$ cat src/rtl/clksync_pkg.sv
package clksync_pkg;
  typedef enum logic [1:0] {
    SM_LOW  = 2'd0,
    SM_HIGH = 2'd1,
    SM_EXT  = 2'd2
  } sync_mode_t;
endpackage

$ cat src/rtl/clksync_mode_det.sv
module clksync_mode_det
  import clksync_pkg::*;
#(
  parameter int TIMEOUT_TICKS = 4
) (
  input  logic       clk,
  input  logic       rst_n,
  input  logic       osc_tick,
  input  logic       sync_pin,
  output logic       sync_rise,
  output sync_mode_t mode
);
  localparam int CW = $clog2(TIMEOUT_TICKS + 1);
  localparam logic [CW-1:0] LAST_CNT = CW'(TIMEOUT_TICKS - 1);

  // Two-flop synchronizer plus one history flop. These flops have no reset,
  // so a pin held at a level during reset does not show up as an edge.
  logic [2:0] pin_pipe;
  always_ff @(posedge clk) begin
    pin_pipe <= {pin_pipe[1:0], sync_pin};
  end

  logic pin_q, pin_edge;
  assign pin_q     = pin_pipe[1];
  assign pin_edge  = pin_pipe[1] ^ pin_pipe[2];
  assign sync_rise = pin_pipe[1] & ~pin_pipe[2];

  logic          ext_q;
  logic [CW-1:0] quiet_cnt;

  always_ff @(posedge clk) begin
    if (!rst_n) begin
      ext_q     <= 1'b0;
      quiet_cnt <= '0;
    end else if (pin_edge) begin
      ext_q     <= 1'b1;
      quiet_cnt <= '0;
    end else if (ext_q && osc_tick) begin
      if (quiet_cnt == LAST_CNT) begin
        ext_q     <= 1'b0;
        quiet_cnt <= '0;
      end else begin
        quiet_cnt <= quiet_cnt + 1'b1;
      end
    end
  end

  always_comb begin
    if (ext_q)      mode = SM_EXT;
    else if (pin_q) mode = SM_HIGH;
    else            mode = SM_LOW;
  end
endmodule

$ cat src/rtl/clksync_divider.sv
module clksync_divider (
  input  logic clk,
  input  logic rst_n,
  input  logic src_tick,
  output logic sw_clk,
  output logic ch1_start,
  output logic ch2_start
);
  always_ff @(posedge clk) begin
    if (!rst_n) begin
      sw_clk    <= 1'b0;
      ch1_start <= 1'b0;
      ch2_start <= 1'b0;
    end else begin
      sw_clk    <= sw_clk ^ src_tick;
      ch1_start <= src_tick & ~sw_clk;
      ch2_start <= src_tick & sw_clk;
    end
  end
endmodule

$ cat src/rtl/clksync_quad.sv
module clksync_quad #(
  parameter int CNT_W = 12
) (
  input  logic clk,
  input  logic rst_n,
  input  logic src_tick,
  output logic quad_clk
);
  localparam logic [CNT_W-1:0] CNT_MAX = '1;

  logic [CNT_W-1:0] icnt, period_q;
  logic [CNT_W-1:0] half, icnt_inc;

  assign half     = period_q >> 1;
  assign icnt_inc = icnt + 1'b1;

  always_ff @(posedge clk) begin
    if (!rst_n) begin
      icnt     <= '0;
      period_q <= '0;
      quad_clk <= 1'b0;
    end else if (src_tick) begin
      period_q <= icnt_inc;
      icnt     <= '0;
      quad_clk <= 1'b0;
    end else begin
      if (icnt != CNT_MAX) icnt <= icnt_inc;
      if ((half != '0) && (icnt_inc == half)) quad_clk <= 1'b1;
    end
  end
endmodule

$ cat src/rtl/clksync_top.sv
module clksync_top
  import clksync_pkg::*;
#(
  parameter int TIMEOUT_TICKS = 4,
  parameter int CNT_W         = 12
) (
  input  logic clk,
  input  logic rst_n,
  input  logic osc_tick,
  input  logic sync_pin,
  output logic sw_clk,
  output logic ch1_start,
  output logic ch2_start,
  output logic clk_out
);
  sync_mode_t mode;
  logic       sync_rise, src_tick, quad_clk;

  clksync_mode_det #(.TIMEOUT_TICKS(TIMEOUT_TICKS)) u_det (
    .clk(clk), .rst_n(rst_n), .osc_tick(osc_tick), .sync_pin(sync_pin),
    .sync_rise(sync_rise), .mode(mode)
  );

  assign src_tick = (mode == SM_EXT) ? sync_rise : osc_tick;

  clksync_divider u_div (
    .clk(clk), .rst_n(rst_n), .src_tick(src_tick),
    .sw_clk(sw_clk), .ch1_start(ch1_start), .ch2_start(ch2_start)
  );

  clksync_quad #(.CNT_W(CNT_W)) u_quad (
    .clk(clk), .rst_n(rst_n), .src_tick(src_tick), .quad_clk(quad_clk)
  );

  assign clk_out = (mode == SM_HIGH) ? quad_clk : sw_clk;
endmodule

$ cat config.mk
export PLATFORM = sky130hd
export DESIGN_NAME = clksync_top
export DESIGN_NICKNAME = d
export VERILOG_FILES = /design/src/rtl/clksync_pkg.sv /design/src/rtl/clksync_mode_det.sv /design/src/rtl/clksync_divider.sv /design/src/rtl/clksync_quad.sv /design/src/rtl/clksync_top.sv
export SDC_FILE = /design/constraint.sdc
export NUM_CORES = 1
export LEC_CHECK = 0
export ABC_AREA = 1
export CAP_MARGIN = 20
export CORE_MARGIN = 10
export CORE_UTILIZATION = 45
export DETAILED_ROUTE_END_ITERATION = 8
export PLACE_DENSITY = 0.73
export SETUP_SLACK_MARGIN = 0.15
export SYNTH_ARGS = -nofsm -noshare
export SYNTH_HDL_FRONTEND = slang
export SYNTH_SLANG_ARGS = --single-unit
$ cat constraint.sdc
create_clock -name clk -period 1.45 [get_ports clk]
set_input_delay 0.29 -clock clk [delete_from_list [all_inputs] [get_ports clk]]
set_output_delay 0.29 -clock clk [all_outputs]
set_load 0.005 [all_outputs]
# Word level (Yosys, flattened, before mapping)

Cells that the tools add are included.

Register bits after elaboration: 35
Input port bits: 4
Output and inout port bits: 4
Logic and storage cells: 40

$add $sub $neg: 2
Eq/ne operators: 5
Multiplexer cells: 8
Bitwise operators: 8
Reductions and logical operators: 8

Operators with widths:

| cell                  | count |
|---|---|
| $add 12x1->12 const B | 1 |
| $eq 12x11->1          | 1 |
| $ne 12x12->1 const B  | 1 |
| $reduce_bool 12->1    | 1 |
| $mux 1                | 6 |
| $reduce_bool 2->1     | 2 |
| $reduce_or 2->1       | 2 |
| $add 3x1->3 const B   | 1 |
| $and 1x1->1           | 3 |
| $eq 3x2->1 const B    | 1 |
| $mux 3                | 1 |
| $not 1->1             | 3 |
| $eq 2x1->1 const B    | 1 |
| $eq 2x2->1 const B    | 1 |
| $logic_and 1x1->1     | 2 |
| $mux 2                | 1 |
| $reduce_and 2->1      | 1 |
| $xor 1x1->1           | 2 |

# Longest topological paths before layout

Gate-level depths: netlist of run 1.

Depth in word-level cells: 5
Depth in mapped cells: 12
Depth with buffers taken out: 12

# Hierarchy

Synthesis of run 1 repeated with hierarchy kept, for this count alone.

Cell total of the unflattened synthesis: 253
Area total of the unflattened synthesis: 1732.9 um^2

By module, submodules not included:

| module           | times used | cells an instance | area an instance (um^2) | seq. area each (um^2) |
|---|---|---|---|---|
| clksync_quad     | 1          | 200               | 1306.3                  | 480.5 |
| clksync_mode_det | 1          | 31                | 272.8                   | 140.1 |
| clksync_divider  | 1          | 12                | 113.9                   | 60.1 |
| clksync_top      | 1          | 10                | 40.0                    | 0.0 |

# Worst setup path after synthesis of run 1

Ideal clock, no wire load.

Path kind: reg-to-reg
From: register u_quad.icnt[0]
To: register u_quad.quad_clk
Library setup time: 0.066 ns
Arrival: 1.383 ns
Required time: 1.384 ns
Path slack: 0.001 ns
Stages on the path, launching flop included: 12
Path buffers: 0
Period minus slack after synthesis: 1.449 ns
Path through: dfxtp_1 > ha_1 > nand2_1 > o21bai_1 > nand2_1 > nand2_1 > nand2_1 > nor2_1 > nand2_1 > nor2_2 > nand2_1 > a21oi_2

Cells in the longest elaborated chain, start to end: 3

RTL lines:

| what                   | line               | source |
|---|---|---|
| start, declared        | clksync_quad.sv:11 | `logic [CNT_W-1:0] icnt, period_q;` |
| start signal, assigned | clksync_quad.sv:27 | `if (icnt != CNT_MAX) icnt <= icnt_inc;` |
| $add 12x1->12          | clksync_quad.sv:15 | `assign icnt_inc = icnt + 1'b1;` |
| $eq 12x11->1           | clksync_quad.sv:28 | `if ((half != '0) && (icnt_inc == half)) quad_clk <= 1'b1;` |
| $logic_and 1x1->1      | clksync_quad.sv:28 |  |
| end signal, assigned   | clksync_quad.sv:21 | `quad_clk <= 1'b0;` |
| end signal, assigned   | clksync_quad.sv:25 | `quad_clk <= 1'b0;` |
| end signal, assigned   | clksync_quad.sv:28 |  |
| end, declared          | clksync_quad.sv:7  | `output logic quad_clk` |

No other way between the ends.
A chain may end at the register's enable or synchronous reset.

# Worst setup path in the final report of run 1

Same ends and word-level chain as after synthesis.

==> metrics, run 1 <==
vias in the first global route=around 1,400; Flop pwr share=between 50% and 60%; Post-route DRC=0; CTS Sinks=34; clock latency on the worst-skew pair=between 200 and 300 ps; total power draw=1.839 mW; worst reg2reg path depth=11; Critical Path AT=1760 ps; CP Class=reg2reg; Post-Synth XOR/XNOR Area=1.596%; PwrDens=823.2 nW/um^2; DIE HEIGHT=just over 80 um; synth cell count leaders=nand2_1, inv_1, dfxtp_1; post-synthesis mux area share=0%; worst hold path type=in2reg; Tcrit/Tclk final=105.5%; Final Skew=between 10 and 15 ps; nature of the critical path endpoint=flop; Hold Crit Depth=4; Die X=between 80 and 90 um; clock period minus worst slack=1530 ps; Worst Path Max Fanout=4; fraction of the mapped netlist area in simple logic gates=a little under a third; Fmax achieved=approximately 0.65 GHz; CTS Buf Count=5; largest cells by area after synthesis=dfxtp_1, nand2_1, inv_1; gpl congestion=approximately 0.8; RSZ-0062 raised after global routing=yes; Post-Route WL=around 3800 um; largest family of logic cells by synthesized area=simple AND/OR/NAND/NOR gates; required time worst endpoint=roughly 1700 ps; worst reg2reg path endpoint=u_quad.quad_clk; Yosys top cell area share=about two fifths; CTS tree=done; critical path endpoint=u_quad.quad_clk; Clock Path Buffers=2; setup slack after layout=-80.05 ps; Gate Count Post-Synth=224; post-synthesis sequential area ratio=between 40 and 50%; Most common cell on crit path=nand2_1; Boundary Pins=8; post-route cell area=roughly 2200 sq um; Mean Syn Cell Area=7.351 sq um; Max Slew Vio Count=0; actual slew at the worst max-slew pin=201.5 ps; status=complete, but fails checks; final setup TNS=-80.05 ps; Fin. Hold Viols=0; Net count, final=roughly 270; share of layout cells above drive strength 1=between 30% and 40%; antenna violations before repair=0; Area Growth Syn to Fin=35.64%; dominant synthesized flop cell=dfxtp_1; Initial DRT Pass Iterations=4; P_leak=around 1.0 nW; Max Cap Violations=0; std cell rows=21; setup violators final=1; Root Buffer=clkbuf_8; Synth Cell Area=between 1500 and 2000 sq um; Int Pwr=1.392 mW; syn_nets=between 200 and 250; reported net switching power=446.9 uW; Filler cells=280; hold_sp=osc_tick; DPL Wire Length=between 2000 and 3000 um; routed vias/inst=slightly below 5; DR WL/cell=12.32 um; Switching Fraction=roughly a quarter; Remaining Overflow, GRT=0; maximum number of pins on one net before global-route repair=22; Ys Warns=0; EDFF count, synth=0; area share of fa/ha/maj cells after synthesis=roughly 3.8%; Hold-fix buffers, CTS=0; Initial Util=a little under half; Worst Setup SP=u_quad.icnt[0]; Worst R2R Start=u_quad.icnt[0]; Largest stage delay, worst path=380 ps; Placement Cell Area=between 1500 and 2000 sq um; antenna-violating nets left=0; failing checks=setup timing; Synth area leader=dfxtp_1; post-synth cell types=30; compound-cell area share of the yosys netlist=between 10% and 20%; n_diodes=0; Peak VDD IR=roughly 0.79 mV; slowest CP cell=dfxtp_4; count leader, synth=nand2_1; worst reg-to-reg setup slack=-80 ps; critical-path cell list=ha_4 -> nand2_8 -> o21bai_4 -> nand2_1 -> nand2_1 -> nand2_1 -> nor2_2 -> nand2_1 -> nor2_2 -> nand2_1 -> a21oi_2; DR iter-0 viols=97; I/O Buffers=7; combinational share of power=a little over a tenth; depth of the CTS H-tree=2; post-synthesis register bit count=34; CORE AREA=roughly 3400 sq um; first-pass GRT wire length=around 6100 um; critical path startpoint category=flop; Rel. slew slack=between 80% and 90%; ys async rst share=0%; GRT Util Overall=11.68%; Worst-path clk slew=around 70 ps; Die ar.=between 6000 and 7000 sq um; Clk pwr share=35.9%; vias=between 1,500 and 2,000
-- cells by family (layout without fill, tap and decap cells) --
kind of cell / Yosys count / count (layout)
flops: 34 / 34
buf+inv: 42 / 78
compound gates: 36 / 36
simple gates: 104 / 104
xor+xnor: 3 / 3
fa+ha+maj: 5 / 5
-- layer usage --
layer / vias up / global-route usage (%) / part of all wire (%)
met5: - / 0 / 0
met4: 0 / 6.514 / 2.1
met2: 24 / 19.98 / 51
met1: 685 / 13.14 / 44
li1: 788 / - / -
met3: 7 / 2.339 / 2.9
-- state kept, by name (all words and copies together), names as in the netlist --
| register | count |
|---|---|
| u_det.quiet_cnt | 3 |
| u_quad.icnt | 12 |
| u_det.pin_pipe | 3 |
| u_div.sw_clk | 1 |
| u_div.ch2_start | 1 |
| u_quad.quad_clk | 1 |
| u_det.ext_q | 1 |
| u_quad.period_q | 11 |
| u_div.ch1_start | 1 |
-- worst max-delay path, delay by kind of cell (launching register included) --
family	cells	cell delay (ps)
DFF	1	380
adders and majority gates	1	170
AOI/OAI and AO/OA	2	230
and+or+nand+nor	8	680
-- cell usage in the layout, fill, tap and decap left out, types with 2 or more instances in the layout --
cell and instances:
buf_6 4, buf_12 2, buf_4 18, nand3_1 18, dfxtp_2 8, nand2_4 3, o21ai_1 2, inv_1 33
clkdlybuf4s50_1 2, o22ai_2 3, a21oi_2 3, o21ai_2 3, dfxtp_1 23, nand3_2 4, clkinv_2 2, inv_2 2
dlygate4sd2_1 3, a21oi_1 11, a211oi_1 2, nand2_1 45, nor2_1 12, nor2_4 2, xor2_1 2, o22ai_1 8
dfxtp_4 3, nor2_2 6, ha_1 3, nand2_2 10, clkbuf_8 5
-- layout make-up --
type,instances,area [sq um],share of cell area [%]
multi-input cells,148,929.6,41.62
clock buffers,6,72.57,3.249
flip-flops and latches,34,701.9,31.43
repair buffers,32,309.0,13.84
inverters,38,152.6,6.835
clock inverters,2,10.01,0.4482
well taps,46,57.56,2.577
-- per-stage QoR --
| step | hold slack [ps] | util (%) | cells | setup slack, ps |
|---|---|---|---|---|
| 4_1_cts | 330.1 | 62.12 | 304 | -6.769 |
| 6_report | 321.9 | 64.89 | 306 | -80.05 |
| 3_3_place_gp | 310.0 | 55.91 | 292 | -79.57 |
| 2_1_floorplan | 309.6 | - | 224 | 134.2 |
| 3_5_place_dp | 314.6 | 55.91 | 292 | -135.9 |
| 5_1_grt | 331.4 | 64.89 | 306 | -135.8 |
-- worst min-delay path by stage --
| stage | end | slack, ps |
|---|---|---|
| floorplan | u_det.pin_pipe[1] | 310 |
| global placement | u_det.pin_pipe[1] | 310 |
| detailed placement | u_det.pin_pipe[1] | 310 |
| CTS | u_det.pin_pipe[1] | 330 |
| global route | u_det.pin_pipe[1] | 330 |
| finish | u_det.quiet_cnt[1] | 320 |
-- timing repair --
item	in CTS	in global routing
pin swaps	7	13
gates resized for setup	37	22
gates cloned	0	1
setup endpoints to repair	24	22
buffers inserted	4	1
-- power by group through the flow --
| stage | clock network (mW) | registers, mW | logic, mW |
|---|---|---|---|
| 2_1_floorplan | 0 | 0.998 | 0.0906 |
| 5_1_grt | 0.708 | 0.982 | 0.221 |
| 3_3_place_gp | 0 | 0.997 | 0.174 |
| 4_1_cts | 0.678 | 0.975 | 0.180 |
| 3_5_place_dp | 0 | 0.998 | 0.176 |
| 6_report | 0.660 | 0.979 | 0.199 |
Power figures use the tool's default switching activity.
==> run 2, diff against run 1 <==
--- a/config.mk
+++ b/config.mk
@@ -10,7 +10,7 @@
 export CORE_MARGIN = 10
 export CORE_UTILIZATION = 45
 export DETAILED_ROUTE_END_ITERATION = 8
-export PLACE_DENSITY = 0.73
+export PLACE_DENSITY = 0.7
 export SETUP_SLACK_MARGIN = 0.15
 export SYNTH_ARGS = -nofsm -noshare
 export SYNTH_HDL_FRONTEND = slang
==> constraint.sdc (replaced) <==
create_clock -name clk -period 1.77 [get_ports clk]
set_input_delay 0.354 -clock clk [delete_from_list [all_inputs] [get_ports clk]]
set_output_delay 0.354 -clock clk [all_outputs]
set_load 0.005 [all_outputs]
==> metrics, run 2 (synthesis gave the netlist of run 1 again) <==
Initial DRT Pass Iterations=4 (unchanged); Clock Path Buffers=2 (unchanged); Rel. slew slack=83.86% (-2.7 points); depth of the CTS H-tree=2 (unchanged); setup violators final=0 (-1); Area Growth Syn to Fin=20.21%; final setup TNS=0 ps (+80.05 ps); Post-route DRC=0 (unchanged); Switching Fraction=23.64% (-0.66 points); CTS tree=done; Largest stage delay, worst path=530 ps (+150 ps); required time worst endpoint=1420 ps (-260 ps); WHS=338.2 ps (+16.39 ps); n_diodes=0 (unchanged); critical-path cell list=clkdlybuf4s50_1; clock latency on the worst-skew pair=280 ps (about the same); Max Cap Violations=0 (unchanged); crit path buf inv count=1 (+1); RSZ-0062 raised after global routing=yes; routed vias/inst=4.909 (-0.11%); CTS Buf Count=5 (unchanged); Flop pwr share=54.3% (+1.0 points); P_leak=0.9059 nW (-13%); Biggest register=u_quad.icnt; maximum number of pins on one net before global-route repair=22 (unchanged); Critical Path AT=1190 ps (-570 ps); share of layout cells above drive strength 1=21.99% (-12 points); combinational share of power=9.5% (-1.3 points); GRT met2 Usage=18.39% (-1.6 points); CP top delay family=buffers and inverters; Max Slew Vio Count=0 (unchanged); first-pass GRT wire length=5816 um (-4.0%); Initial Util=47.84% (unchanged); Die ar.=6479 sq um (unchanged); std cell rows=21 (unchanged); CP Class=reg2out; Filler cells=326 (+16%); I/O Buffers=7 (unchanged); Top Usage Layer GRT=met2; DR WL/cell=11.56 um (-6.1%); status=complete, no violations; CTS Sinks=34 (unchanged); DR iter-0 viols=63 (-35%); CORE AREA=3442 sq um (unchanged); critical path startpoint category=flop; most frequent cells in the layout=nand2_1, inv_1, dfxtp_1; vias=1,409 (-6.3%); DIE HEIGHT=80.49 um (unchanged); vias in the first global route=1,356 (-6.2%); Root Buffer=clkbuf_8; antenna violations before repair=0 (unchanged); Peak VDD IR=0.4557 mV (-43%); Layout Utilization=57.51% (-7.4 points); DPL Wire Length=2412 um (-5.8%); nature of the critical path endpoint=output pin; Die X=80.49 um (unchanged); Int Pwr=1.125 mW (-19%); Post-Route WL=3319 um (-12%); Regs by FF count=u_quad.icnt x12, u_quad.period_q x11; GRT Util Overall=11.26% (-0.42 points); PwrDens=744.1 nW/um^2 (-9.6%); gpl congestion=0.8009 (+1.1%); Final Skew=5.478 ps (-5.414 ps); met1 Use GR=12.85% (-0.29 points); reported net switching power=348.2 uW (-22%); Fmax achieved=~0.65 GHz; Fin. Hold Viols=0 (unchanged); Tcrit/Tclk final=a little under 90%; Boundary Pins=8 (unchanged); actual slew at the worst max-slew pin=241.7 ps (+40.21 ps); worst hold path type=reg2reg; commonest non-fill, non-tap cell in the layout=nand2_1; Placement Cell Area=1807 sq um (-6.1%); antenna-violating nets left=0 (unchanged); clock period minus worst slack=1543 ps; max reg flops=12 (unchanged); Net count, final=250 (-6.7%); Hold-fix buffers, CTS=0 (unchanged); post-route cell area=1979 sq um (-11%); Remaining Overflow, GRT=0 (unchanged); met3 Track Usage GR=4.454% (+2.1 points); slowest CP cell=clkdlybuf4s50_1; Clk pwr share=36.2% (+0.3 points); Worst Path Max Fanout=4 (unchanged); Worst-path clk slew=60 ps (about the same)
run 2: final timing paths:
check | startpoint | to | slack (ps) | cells after the start
hold reg to reg | u_det.pin_pipe[0] | u_det.pin_pipe[1] | 340 | 0
setup reg to reg | u_quad.icnt[0] | u_quad.quad_clk | 230 | 12
hold / removal | u_det.pin_pipe[0] | u_det.pin_pipe[1] | 340 | 0
setup / recovery | u_div.sw_clk | sw_clk | 230 | 1
run 2: through the flow:
| step | instances | setup WS [ps] | power, mW |
|---|---|---|---|
| after floorplan | 224 | 321.3 | 0.8872 |
| after global placement | 279 | 12.17 | 0.9516 |
| after detailed placement | 279 | -31.50 | 0.9522 |
| after CTS | 286 | 164.7 | 1.491 |
| after global routing | 287 | 99.75 | 1.545 |
| final | 287 | 227.4 | 1.473 |
run 2: routing by layer:
metal  part of all wire, %  routed length [um]
met1                    47                1562
met2                    47                1564
met3                   4.7                 156
met4                   1.1                  36
met5                     0                   0
run 2: area by class of cell:
cell class,count,area (sq um),share of cell area [%]
clock inverter,1,7.507,0.3793
multi-input combinational,148,868.3,43.87
timing repair buffer,14,138.9,7.016
sequential,34,689.4,34.83
clock buffer,6,72.57,3.666
tap,46,57.56,2.908
inverter,38,145.1,7.332
run 2: power by group through the flow:
stage / sequential [mW] / combinational (mW) / clock [mW]
floorplan: 0.816 / 0.0715 / 0
global placement: 0.815 / 0.137 / 0
detailed placement: 0.815 / 0.137 / 0
CTS: 0.798 / 0.136 / 0.557
global route: 0.803 / 0.158 / 0.585
finish: 0.800 / 0.140 / 0.533
run 2: repair_timing:
item / 4_1_cts / 5_1_grt
resized for setup: 2 / 27
pin swaps: 0 / 8
endpoints found under the setup margin: 2 / 6
gates cloned: 0 / 0
setup buffers: 0 / 1
